--- config.mk ---
export PLATFORM = sky130hd
export DESIGN_NAME = baud_gen_top
export DESIGN_NICKNAME = d
export VERILOG_FILES = /design/src/rtl/baud_gen_pkg.sv /design/src/rtl/baud_gen_ctrl.sv /design/src/rtl/baud_divider.sv /design/src/rtl/baud_gen_top.sv
export SDC_FILE = /design/constraint.sdc
export NUM_CORES = 1
export LEC_CHECK = 0
export BUFFER_PORTS_ARGS = -buffer_cell sky130_fd_sc_hd__buf_2
export CAP_MARGIN = 20
export CORE_MARGIN = 4
export CORE_UTILIZATION = 65
export DETAILED_ROUTE_END_ITERATION = 7
export GPL_ROUTABILITY_DRIVEN = 0
export GPL_TIMING_DRIVEN = 0
export PLACE_DENSITY = 0.82
export RECOVER_POWER = 100
export SYNTH_ARGS = -nofsm -noshare
export SYNTH_HDL_FRONTEND = slang
export SYNTH_HIERARCHICAL = 1
export SYNTH_SLANG_ARGS = --single-unit
--- constraint.sdc ---
create_clock -name clk -period 5.2 [get_ports clk]
set_input_delay 0.52 -clock clk [delete_from_list [all_inputs] [get_ports clk]]
set_output_delay 0.52 -clock clk [all_outputs]
set_load 0.1 [all_outputs]
--- src/rtl/baud_gen_pkg.sv ---
package baud_gen_pkg;

  localparam int DIV_W   = 16;
  localparam int CODE_W  = 4;
  localparam int EXT_W   = 2;
  localparam int SEL_W   = EXT_W + 1 + CODE_W;
  localparam int TABLE_N = 1 << SEL_W;
  localparam int DIR_N   = 2;

  typedef struct packed {
    logic             reload;
    logic             valid;
    logic [DIV_W-1:0] divisor;
  } baud_strobe_t;

  // Rate in half-baud units (so 134.5 is exact); 0 marks no entry.
  function automatic int unsigned halfBaud(input logic [SEL_W-1:0] sel);
    logic [EXT_W-1:0]  ext;
    logic              set;
    logic [CODE_W-1:0] code;
    int unsigned       r;
    ext  = sel[SEL_W-1 -: EXT_W];
    set  = sel[CODE_W];
    code = sel[CODE_W-1:0];
    r = 0;
    case (ext)
      2'd0: begin
        if (!set) begin
          case (code)
            4'd0: r = 100;    4'd1: r = 220;    4'd2: r = 269;
            4'd3: r = 400;    4'd4: r = 600;    4'd5: r = 1200;
            4'd6: r = 2400;   4'd7: r = 2100;   4'd8: r = 4800;
            4'd9: r = 9600;   4'd10: r = 14400; 4'd11: r = 19200;
            4'd12: r = 76800;
            default: r = 0;
          endcase
        end else begin
          case (code)
            4'd0: r = 150;    4'd1: r = 220;    4'd2: r = 269;
            4'd3: r = 300;    4'd4: r = 600;    4'd5: r = 1200;
            4'd6: r = 2400;   4'd7: r = 4000;   4'd8: r = 4800;
            4'd9: r = 9600;   4'd10: r = 3600;  4'd11: r = 19200;
            4'd12: r = 38400;
            default: r = 0;
          endcase
        end
      end
      2'd1: begin
        if (!set) begin
          case (code)
            4'd8: r = 28800;  4'd9: r = 57600;
            4'd11: r = 115200; 4'd12: r = 460800;
            default: r = 0;
          endcase
        end else begin
          case (code)
            4'd0: r = 900;    4'd3: r = 1800;
            4'd5: r = 7200;   4'd12: r = 230400;
            default: r = 0;
          endcase
        end
      end
      2'd2: begin
        case (code)
          4'd1: r = 1760;
          4'd2: r = 2152;
          default: r = 0;
        endcase
      end
      default: r = 0;
    endcase
    return r;
  endfunction

  // round(ref / (16 * baud)) with baud given in half units.
  function automatic logic [DIV_W-1:0] divisorOf(input longint unsigned refHz,
                                                 input int unsigned halfRate);
    longint unsigned num;
    longint unsigned den;
    if (halfRate == 0) return '0;
    num = 2 * refHz + 8 * longint'(halfRate);
    den = 16 * longint'(halfRate);
    return DIV_W'(num / den);
  endfunction

endpackage

--- src/rtl/baud_gen_ctrl.sv ---
module baud_gen_ctrl
  import baud_gen_pkg::*;
#(
  parameter longint unsigned REF_HZ = 3686400
) (
  input  logic                     clk,
  input  logic                     rstN,
  input  logic [DIR_N*CODE_W-1:0]  rateSel,
  input  logic                     tableSet,
  input  logic [EXT_W-1:0]         extMode,
  output baud_strobe_t [DIR_N-1:0] strobes
);

  logic [DIV_W-1:0] divRom [TABLE_N];

  for (genvar i = 0; i < TABLE_N; i++) begin : g_rom
    assign divRom[i] = divisorOf(REF_HZ, halfBaud(SEL_W'(i)));
  end

  for (genvar d = 0; d < DIR_N; d++) begin : g_dir
    logic [CODE_W-1:0] code;
    logic [SEL_W-1:0]  sel;
    logic [SEL_W-1:0]  prevSel;
    logic              primed;
    logic              change;
    baud_strobe_t      strobeReg;

    // direction 0 (receiver) takes the upper nibble
    assign code   = rateSel[(DIR_N-d)*CODE_W-1 -: CODE_W];
    assign sel    = {extMode, tableSet, code};
    assign change = !primed || (sel != prevSel);

    always_ff @(posedge clk or negedge rstN) begin
      if (!rstN) begin
        prevSel   <= '0;
        primed    <= 1'b0;
        strobeReg <= '0;
      end else begin
        primed           <= 1'b1;
        prevSel          <= sel;
        strobeReg.reload <= change;
        if (change) begin
          strobeReg.divisor <= divRom[sel];
          strobeReg.valid   <= (divRom[sel] != '0);
        end
      end
    end

    assign strobes[d] = strobeReg;
  end

endmodule

--- src/rtl/baud_divider.sv ---
module baud_divider
  import baud_gen_pkg::*;
(
  input  logic         clk,
  input  logic         rstN,
  input  baud_strobe_t strobe,
  output logic         tick
);

  logic [DIV_W-1:0] cnt;
  logic [DIV_W-1:0] divReg;
  logic             active;

  always_ff @(posedge clk or negedge rstN) begin
    if (!rstN) begin
      cnt    <= '0;
      divReg <= '0;
      active <= 1'b0;
      tick   <= 1'b0;
    end else if (strobe.reload) begin
      divReg <= strobe.divisor;
      cnt    <= strobe.divisor - DIV_W'(1);
      active <= strobe.valid;
      tick   <= 1'b0;
    end else if (active) begin
      if (cnt == '0) begin
        cnt  <= divReg - DIV_W'(1);
        tick <= 1'b1;
      end else begin
        cnt  <= cnt - DIV_W'(1);
        tick <= 1'b0;
      end
    end else begin
      tick <= 1'b0;
    end
  end

endmodule

--- src/rtl/baud_gen_top.sv ---
module baud_gen_top
  import baud_gen_pkg::*;
#(
  parameter longint unsigned REF_HZ = 3686400
) (
  input  logic       clk,
  input  logic       rstN,
  input  logic [7:0] rateSel,
  input  logic       tableSet,
  input  logic [1:0] extMode,
  output logic       rxTick,
  output logic       txTick
);

  baud_strobe_t [DIR_N-1:0] strobes;
  logic [DIR_N-1:0]         tickVec;

  baud_gen_ctrl #(.REF_HZ(REF_HZ)) u_ctrl (
    .clk      (clk),
    .rstN     (rstN),
    .rateSel  (rateSel),
    .tableSet (tableSet),
    .extMode  (extMode),
    .strobes  (strobes)
  );

  for (genvar d = 0; d < DIR_N; d++) begin : g_div
    baud_divider u_div (
      .clk    (clk),
      .rstN   (rstN),
      .strobe (strobes[d]),
      .tick   (tickVec[d])
    );
  end

  assign rxTick = tickVec[0];
  assign txTick = tickVec[1];

endmodule

==> results of run 1 <==
## cell type report
cell class | instances | area share
clock inverter | 5 | 0.005796
clock buffer | 11 | 0.01926
sequential | 110 | 0.3750
tap | 136 | 0.02318
buffer | 53 | 0.03836
multi-input combinational | 591 | 0.5119
inverter | 36 | 0.01841
timing repair buffer | 15 | 0.008012
## flip-flops by register name, summed over array words and instances, names as in the netlist
signal,flops
g_div.u_div/active,2
g_div.u_div/cnt,32
g_div.u_div/divReg,32
g_div.u_div/tick,2
u_ctrl/g_dir.prevSel,11
u_ctrl/g_dir.primed,1
u_ctrl/strobes,30
## kinds of logic after synthesis
logic type | Yosys count | synth area share
adders and majority gates | 16 | 0.02873
muxes | 35 | 0.05459
xor gates and xnor gates | 25 | 0.03142
and+or+nand+nor | 303 | 0.2205
DFF | 110 | 0.3950
AOI/OAI and AO/OA | 205 | 0.2051
other | 2 | 0.001078
buffers and inverters | 89 | 0.06357
## worst register-to-register path: stages (launching register included)
cell,delay [ps]
dfrtp_1,350
clkbuf_1,400
clkbuf_1,420
clkbuf_1,370
clkbuf_1,450
clkbuf_1,500
a21oi_1,140
ha_1,310
nor4b_1,180
a21oi_1,160
o21ai_0,240
nand4_1,340
mux2i_1,220
nand2_1,60
## path summary, 6_finish.rpt
kind	end	slack, ps	cells after the start
worst max-delay path	g_div[1].u_div/cnt[12]	970	13
worst min-delay path	u_ctrl/g_dir[0].prevSel[2]	230	1
worst max register to register	g_div[1].u_div/cnt[12]	970	13
worst min register to register	g_div[1].u_div/divReg[12]	480	2
max in group asynchronous	g_div[1].u_div/divReg[2]	1780	2
min in group asynchronous	g_div[0].u_div/cnt[3]	850	1
## synthesized netlist by cell type (5+ instances only)
cell type  count  area share
o21ai_1       12      0.0086
nor4_1        10      0.0090
ha_1          16       0.029
mux2_2        21       0.034
nand2b_1      10      0.0090
nand3_1       25       0.018
a21oi_1       41       0.029
o21a_1        10       0.011
buf_4         12       0.013
mux2i_1       13       0.019
a31oi_1        6      0.0054
o31ai_1       11       0.012
nor3_1        20       0.014
xnor2_1       17       0.021
nand4_1       10      0.0090
nand2_1      115       0.062
nor2b_1       11      0.0099
dfrtp_1      110        0.40
o211ai_1      10       0.011
buf_2         17       0.012
o21ai_0       53       0.038
inv_1         32       0.017
xor2_1         8       0.010
nor2_1        53       0.029
or4_1          5      0.0054
clkbuf_1      16      0.0086
or3_1          5      0.0045
## power by group
| group | total (mW) | internal [mW] | switching (mW) |
|---|---|---|---|
| Sequential | 1.00 | 0.929 | 0.0734 |
| Clock | 0.498 | 0.193 | 0.305 |
| Combinational | 0.340 | 0.138 | 0.201 |
## through the flow
step | power (mW) | util
finish | 1.840 | 0.7078
floorplan | 1.251 | -
CTS | 1.855 | 0.7175
detailed placement | 1.358 | 0.6998
global route | 1.941 | 0.7078
global placement | 1.338 | 0.6969
## cell usage in the layout, fill, tap and decap left out, types with 5 or more instances in the layout
master and instances:
mux2_2 21, nor4_1 10, nor3_1 20, nand3_1 25
inv_1 34, a31oi_1 6, conb_1 7, buf_4 10
nand2_1 115, o211ai_1 10, a21oi_1 42, clkbuf_1 44
o21a_1 10, nand2b_1 10, nand4_1 11, ha_1 16
xnor2_1 17, nor2_1 54, o21ai_0 61, clkbuf_8 10
mux2i_1 13, buf_2 9, xor2_1 8, o31ai_1 11
or3_1 5, or4_1 5, dfrtp_1 110, nor2b_1 11
## per-layer routing
layer	share of wire	wire (um)	track usage
met5	0	0	0
met4	0.022	367	0.08840
met3	0.087	1457	0.05924
met2	0.46	7744	0.4226
met1	0.43	7167	0.3780
==> run metrics, run 1 <==
Synthesis Warnings=6; CTS buffer count=9; I/O pins=15; Syn Inst Count=785; PortBufs=14; share of cells above drive strength 1=0.1084; TritonCTS Sinks=110; core area=0.01037 sq mm; Initial Util=0.6719; kind of critical path=flip-flop to flip-flop; vias in the first global route=just under 6000; Synth Flop Type=dfrtp_1; Synth async-reset ratio=1.000; Routed wire per std cell=17.49 um; post-route cell area=0.007340 sq mm; Clock Pin Slew Worst Setup and Hold Paths=between 100 and 150 ps; max-cap violation count=2; Sequential Area=0.002753 sq mm; Worst VDD drop=0.2941 mV; post-cts repair resize count=0; synthesized flop and latch total=110; Slew headroom=-0.6093; Setup WS pre-CTS=approximately 1500 ps; first-pass GRT wire length=around 28 mm; WP buf/inv=5; violated checks=capacitance limit, slew limit; Slowest-stage cell, CP=clkbuf_1; Die Y=111.5 um; die area=0.01244 sq mm; largest net degree at the start of global routing=67; Worst Clk Skew=around 14 ps; Slew @ Worst Pin=2414 ps; distinct cell type count after synthesis=87; Seq/Total Area, Yosys=0.3950; placed instance area=roughly 0.0073 sq mm; Critical Path Source Type=flip-flop; Power Density=about 250 mW/mm^2; setup TNS=0 ps; fin nets=between 800 and 900; DR DRC count=0; setup ws final=around 970 ps; post-route insts no fill=between 900 and 1000; outcome=complete, but fails checks; critical path arrival=4510 ps; Worst Path Max Fanout=10; crit path from=u_ctrl/strobes[35]; dpl hpwl=12.17 mm; ANT cells=0; post-CTS setup buffer count=0; via count=6185; final worst path period share=0.8130; Final Hold Viols=0; Multi-input gate area=~0.0038 sq mm; Final ANT Viol Nets=0; Final min period=about 4200 ps; H-Tree Depth=3; CP delay by family, top=buffers and inverters; first drt pass iteration count=6; RSZ-0062 raised after global routing=no; crit path cell chain=clkbuf_1 > clkbuf_1 > clkbuf_1 > clkbuf_1 > clkbuf_1 > a21oi_1 > ha_1 > nor4b_1 > a21oi_1 > o21ai_0 > nand4_1 > mux2i_1 > nand2_1; Required @ worst endpoint=roughly 5500 ps; initial antenna violation count=0; GRT Util Overall=0.2704; worst skew pair latency=400 ps; min-delay src=rateSel[6]; final wirelength=16.74 mm; Mapped Area=~0.0070 sq mm; Worst path most repeated cell=clkbuf_1; WHS=231.3 ps; Final Slew Violations=113; area grow syn2layout=5.333%; die span in x=approximately 110 um; Avg Cell Area, Syn=roughly 8.9 sq um; CP Capture Type=flip-flop; CTS tree=done; total grt overflow=0; number of flops mapped to enable cells by yosys=0; Crit path largest cell delay=roughly 500 ps; Fillers=824; worst hold path type=primary input to flip-flop; Pleak=approximately 3.2 nW; Max Fclk=roughly 240 MHz; reg-to-reg startpoint=u_ctrl/strobes[35]; CTS Hold Bufs=0; maximum clock insertion buffer count=2; drt first-iter violations=578; final setup fails=0; root buffer cell=clkbuf_8; Rows=37; Placed Instances=941; via/cell ratio=6.463
No activity file was read; power rests on OpenSTA's default activity.
==> run 2: changes to the inputs <==
Settings changed: CORE_UTILIZATION 65 to 64, PLACE_DENSITY 0.82 to 0.81.
Clock period 5.2 ns to 4.1 ns, I/O delays scaled along.
==> run metrics, run 2 (same netlist as run 1, synthesis figures left out) <==
outcome=complete, but fails checks (unchanged); violated checks=capacitance limit, slew limit (unchanged); worst hold path type=primary input to flip-flop (unchanged); die span in x=112.3 um (was 111.5 um); via/cell ratio=6.409 (was 6.463); first-pass GRT wire length=28.12 mm (was 27.97 mm); final setup fails=0 (unchanged); Worst path most repeated cell=clkbuf_1 (unchanged); Pleak=3.252 nW (was 3.196 nW); I/O pins=15 (unchanged); CTS tree=done (unchanged); Placed Instances=941 (unchanged); ANT cells=0 (unchanged); crit path cell chain=buf_2 > clkbuf_1 > buf_2 > clkbuf_1 > clkbuf_1 > a21oi_1 > ha_1 > nor4b_1 > a21oi_1 > o21ai_1 > nand4_1 > mux2i_1 > nand2_1 (was clkbuf_1 > clkbuf_1 > clkbuf_1 > clkbuf_1 > clkbuf_1 > a21oi_1 > ha_1 > nor4b_1 > a21oi_1 > o21ai_0 > nand4_1 > mux2i_1 > nand2_1); WP buf/inv=5 (unchanged); max-cap violation count=1 (was 2); share of cells above drive strength 1=0.1107 (was 0.1084); GRT Util Overall=0.2690 (was 0.2704); Final ANT Viol Nets=0 (unchanged); via count=6140 (was 6185); TritonCTS Sinks=110 (unchanged); Final Hold Viols=0 (unchanged); post-route insts no fill=958 (was 957); Total Power=2.485 mW (was 1.840 mW); area grow syn2layout=6.698% (was 5.333%); largest net degree at the start of global routing=77 (was 67); Slew headroom=-0.3492 (was -0.6093); Die Y=112.3 um (was 111.5 um); Routed wire per std cell=17.68 um (was 17.49 um); clock share of power=0.312 (was 0.271); drt first-iter violations=663 (was 578); final worst path period share=0.9105 (was 0.8130); root buffer cell=clkbuf_8 (unchanged); Fillers=810 (was 824); worst skew pair latency=380 ps (was 400 ps); Worst Clk Skew=13.29 ps (was 13.70 ps); net switching power=721.3 uW (was 579.6 uW); Final min period=3733 ps (was 4228 ps); commonest non-fill, non-tap cells in the layout=115 x nand2_1, 110 x dfrtp_1, 60 x o21ai_0 (was 115 x nand2_1, 110 x dfrtp_1, 61 x o21ai_0); critical path arrival=4000 ps (was 4510 ps); Sw Ratio=0.2903 (was 0.3150); die area=0.01262 sq mm (was 0.01244 sq mm); combinational share of power=0.176 (was 0.185); H-Tree Depth=3 (unchanged); first drt pass iteration count=7 (was 6); Max Fclk=267.9 MHz (was 236.5 MHz); maximum clock insertion buffer count=2 (unchanged); Initial Util=0.6660 (was 0.6719); total grt overflow=0 (unchanged); CTS buffer count=9 (unchanged); final wirelength=16.94 mm (was 16.74 mm); Flop pwr share=0.513 (was 0.545); CP Capture Type=flip-flop (unchanged); Required @ worst endpoint=4370 ps (was 5480 ps); core area=0.01046 sq mm (was 0.01037 sq mm); Power Density=334.2 mW/mm^2 (was 250.7 mW/mm^2); Final Slew Violations=35 (was 113); CP delay by family, top=buffers and inverters (unchanged); initial antenna violation count=0 (unchanged); Multi-input gate area=0.003757 sq mm (unchanged); Sequential Area=0.002753 sq mm (unchanged); commonest non-fill, non-tap cell in the layout=nand2_1 (unchanged); setup TNS=0 ps (unchanged); Critical Path Source Type=flip-flop (unchanged); Worst Path Max Fanout=10 (unchanged); PortBufs=14 (unchanged); dpl hpwl=12.21 mm (was 12.17 mm); Crit path largest cell delay=490 ps (was 500 ps); DR DRC count=0 (unchanged); fin nets=846 (was 845); vias in the first global route=5912 (was 5886); Slew @ Worst Pin=2024 ps (was 2414 ps); Rows=37 (unchanged); Clock Pin Slew Worst Setup and Hold Paths=100 ps (was 110 ps); Worst VDD drop=0.3615 mV (was 0.2941 mV); RSZ-0062 raised after global routing=no (unchanged); Slowest-stage cell, CP=clkbuf_1 (unchanged); kind of critical path=flip-flop to flip-flop (unchanged); Int Pwr=1.763 mW (was 1.260 mW)
## run 2: worst paths after layout
check                      cells after the start  slack (ps)                         end                from
max                                           13         370      g_div[1].u_div/cnt[12]  u_ctrl/strobes[35]
min                                            1         160  u_ctrl/g_dir[0].prevSel[6]          extMode[1]
max reg2reg                                   13         370      g_div[1].u_div/cnt[12]  u_ctrl/strobes[35]
min reg2reg                                    2         490          u_ctrl/strobes[29]  u_ctrl/strobes[29]
max in group asynchronous                      2        1800    g_div[1].u_div/divReg[0]                rstN
min in group asynchronous                      2        1130   g_div[0].u_div/divReg[14]                rstN
## run 2: metal layers
layer | vias up | routed length [um] | global-route usage
met5 | - | 0 | 0
li1 | 2858 | - | -
met3 | 38 | 1472 | 0.06199
met1 | 2920 | 7294 | 0.3723
met4 | 0 | 308 | 0.07452
met2 | 324 | 7865 | 0.4279
## run 2: through the flow
stage,cell area (sq um),util,setup WS [ps],hold slack (ps)
floorplan,6987,-,1252,114.4
detailed placement,7257,0.6936,430.5,403.5
finish,7435,0.7106,367.0,155.5
global route,7435,0.7106,44.40,138.8
CTS,7503,0.7172,409.6,132.0
global placement,7227,0.6907,543.9,453.7
## run 2: worst reg2reg max path, stage by stage (launching register included)
cell	delay, ps
dfrtp_1	360
buf_2	220
clkbuf_1	350
buf_2	290
clkbuf_1	410
clkbuf_1	490
a21oi_1	140
ha_1	300
nor4b_1	170
a21oi_1	160
o21ai_1	170
nand4_1	270
mux2i_1	220
nand2_1	70
## run 2: timing repair
item                                    4_1_cts  5_1_grt
hold buffers                                  1        0
hold endpoints to repair                     34        0
buffers inserted                              0        0
endpoints found under the setup margin        0        0
gates resized for setup                       0        0
## run 2: area by class of cell
cell class,count,share of cell area
sequential,110,0.3702
buffer,53,0.03938
timing repair buffer,16,0.01212
clock buffer,10,0.01717
multi-input combinational,591,0.5054
clock inverter,6,0.01464
inverter,36,0.01818
tap,136,0.02289
## run 2: power groups by stage
stage               clock (mW)  sequential (mW)  combinational, mW
CTS                      0.790             1.27              0.438
floorplan                    0             1.26              0.327
global placement             0             1.29              0.414
global route             0.839             1.28              0.484
finish                   0.774             1.27              0.436
detailed placement           0             1.29              0.437
==> run 3: changes to the inputs <==
Settings changed: CELL_PAD_IN_SITES_DETAIL_PLACEMENT set to 1, CELL_PAD_IN_SITES_GLOBAL_PLACEMENT set to 1, CORE_UTILIZATION 64 to 49, CTS_BUF_LIST set to sky130_fd_sc_hd__clkbuf_16, PLACE_DENSITY 0.81 to unset, PLACE_DENSITY_LB_ADDON set to 0.1.
==> run metrics, run 3 (same netlist as run 1, synthesis figures left out) <==
Final Hold Viols=0 (unchanged); Critical Path Source Type=flip-flop (unchanged); Clock Pin Slew Worst Setup and Hold Paths=80 ps (was 100 ps); dpl hpwl=14.62 mm (was 12.21 mm); Worst Clk Skew=6.632 ps (was 13.29 ps); via count=6138 (was 6140); CP Capture Type=flip-flop (unchanged); Placed Instances=985 (was 941); I/O pins=15 (unchanged); final setup fails=0 (unchanged); H-Tree Depth=3 (unchanged); Routed wire per std cell=20.00 um (was 17.68 um); Worst VDD drop=0.2902 mV (was 0.3615 mV); first drt pass iteration count=5 (was 7); largest net degree at the start of global routing=64 (was 77); worst hold path type=primary input to flip-flop (unchanged); ANT cells=0 (unchanged); first-pass GRT wire length=33.72 mm (was 28.12 mm); Final min period=3706 ps (was 3733 ps); TritonCTS Sinks=110 (unchanged); post-CTS setup buffer count=0 (unchanged); Slew headroom=-0.8177 (was -0.3492); Fillers=1649 (was 810); critical path arrival=3960 ps (was 4000 ps); Final ANT Viol Nets=0 (unchanged); total grt overflow=0 (unchanged); Max Fclk=269.8 MHz (was 267.9 MHz); root buffer cell=clkbuf_16 (was clkbuf_8); CTS tree=done (unchanged); die area=0.01619 sq mm (was 0.01262 sq mm); CTS buffer count=9 (unchanged); kind of critical path=flip-flop to flip-flop (unchanged); Required @ worst endpoint=4360 ps (was 4370 ps); via/cell ratio=6.132 (was 6.409); Slew @ Worst Pin=2727 ps (was 2024 ps); vias in the first global route=6454 (was 5912); outcome=complete, but fails checks (unchanged); initial antenna violation count=0 (unchanged); Final Slew Violations=48 (was 35); die span in x=127.3 um (was 112.3 um); violated checks=capacitance limit, slew limit (unchanged); post-route insts no fill=1001 (was 958); final worst path period share=0.9040 (was 0.9105); flop-to-flop setup slack=390 ps (was 370 ps); max-cap violation count=1 (unchanged); maximum clock insertion buffer count=2 (unchanged); setup TNS=0 ps (unchanged); GRT Util Overall=0.2547 (was 0.2690); Worst Path Max Fanout=10 (unchanged); worst skew pair latency=350 ps (was 380 ps); DR DRC count=0 (unchanged); share of cells above drive strength 1=0.1121 (was 0.1107); Total Power=2.630 mW (was 2.485 mW); Initial Util=0.5020 (was 0.6660); final wirelength=20.02 mm (was 16.94 mm); fin nets=845 (was 846); drt first-iter violations=370 (was 663); area grow syn2layout=8.098% (was 6.698%); Rows=43 (was 37); Pleak=3.277 nW (was 3.252 nW); commonest non-fill, non-tap cells in the layout=115 x nand2_1, 110 x dfrtp_1, 59 x o21ai_0 (was 115 x nand2_1, 110 x dfrtp_1, 60 x o21ai_0); WHS=176.6 ps (was 155.5 ps); CTS Hold Bufs=0 (was 1); Power Density=349.1 mW/mm^2 (was 334.2 mW/mm^2); core area=0.01388 sq mm (was 0.01046 sq mm); PortBufs=14 (unchanged); commonest non-fill, non-tap cell in the layout=nand2_1 (unchanged); RSZ-0062 raised after global routing=no (unchanged); Die Y=127.3 um (was 112.3 um)
[run 3: changes by cell type in the layout (fill, tap and decap cells not counted), sizes merged]
cell / delta
bufinv: -2
dlygate4sd3: -1
clkbuf: -3
buf: +2
clkinv: +2
clkinvlp: +1
[run 3: area by class of cell]
type,count,area (sq um),area share
plain buffers,53,296.5,0.03937
clock buffers,9,225.2,0.02990
clock inverters,7,73.82,0.009801
inverters,36,135.1,0.01794
multi-input cells,591,3742,0.4968
flip-flops and latches,110,2753,0.3654
well taps,180,225.2,0.02990
repair buffers,15,81.33,0.01080
[run 3: final timing paths]
path / startpoint / end / cells after the start
max in group asynchronous: rstN / g_div[0].u_div/divReg[3] / 1
min in group asynchronous: rstN / g_div[0].u_div/divReg[14] / 1
min reg2reg: g_div[1].u_div/divReg[12] / g_div[1].u_div/divReg[12] / 2
min: rateSel[6] / u_ctrl/g_dir[0].prevSel[2] / 1
max reg2reg: u_ctrl/strobes[35] / g_div[1].u_div/cnt[10] / 13
max: u_ctrl/strobes[35] / g_div[1].u_div/cnt[10] / 13
[run 3: routing by layer]
layer	GRT usage	up-vias	share of wire
met5	0	-	0
met4	0.06309	0	0.014
met3	0.03094	27	0.030
met2	0.4247	132	0.49
met1	0.3554	3120	0.47
li1	-	2859	-
[run 3: critical path: stages (launching register included)]
cell	delay [ps]
dfrtp_1	340
buf_2	240
clkbuf_1	460
buf_2	310
clkbuf_2	290
nor2_1	80
a21oi_1	130
ha_1	290
nor4b_1	280
a21oi_1	70
o21ai_1	230
nand4_1	360
o21a_1	280
o31ai_1	240
[run 3: power by group]
group | total, mW | switching, mW | internal (mW)
combinational | 0.450 | 0.271 | 0.179
clock | 0.902 | 0.425 | 0.477
sequential | 1.28 | 0.0993 | 1.18
total | 2.63 | 0.795 | 1.83
[run 3: metrics by stage]
stage,setup slack (ps),area [sq um],utilization
floorplan,1252,6987,-
global placement,272.2,7282,0.5246
detailed placement,182.6,7312,0.5268
CTS,126.6,7611,0.5483
global route,65.03,7532,0.5426
finish,393.6,7532,0.5426
[run 3: repair_timing]
action                                  4_1_cts  5_1_grt
endpoints found under the setup margin        0        4
hold endpoints to repair                      0        0
gates resized for setup                       0        3
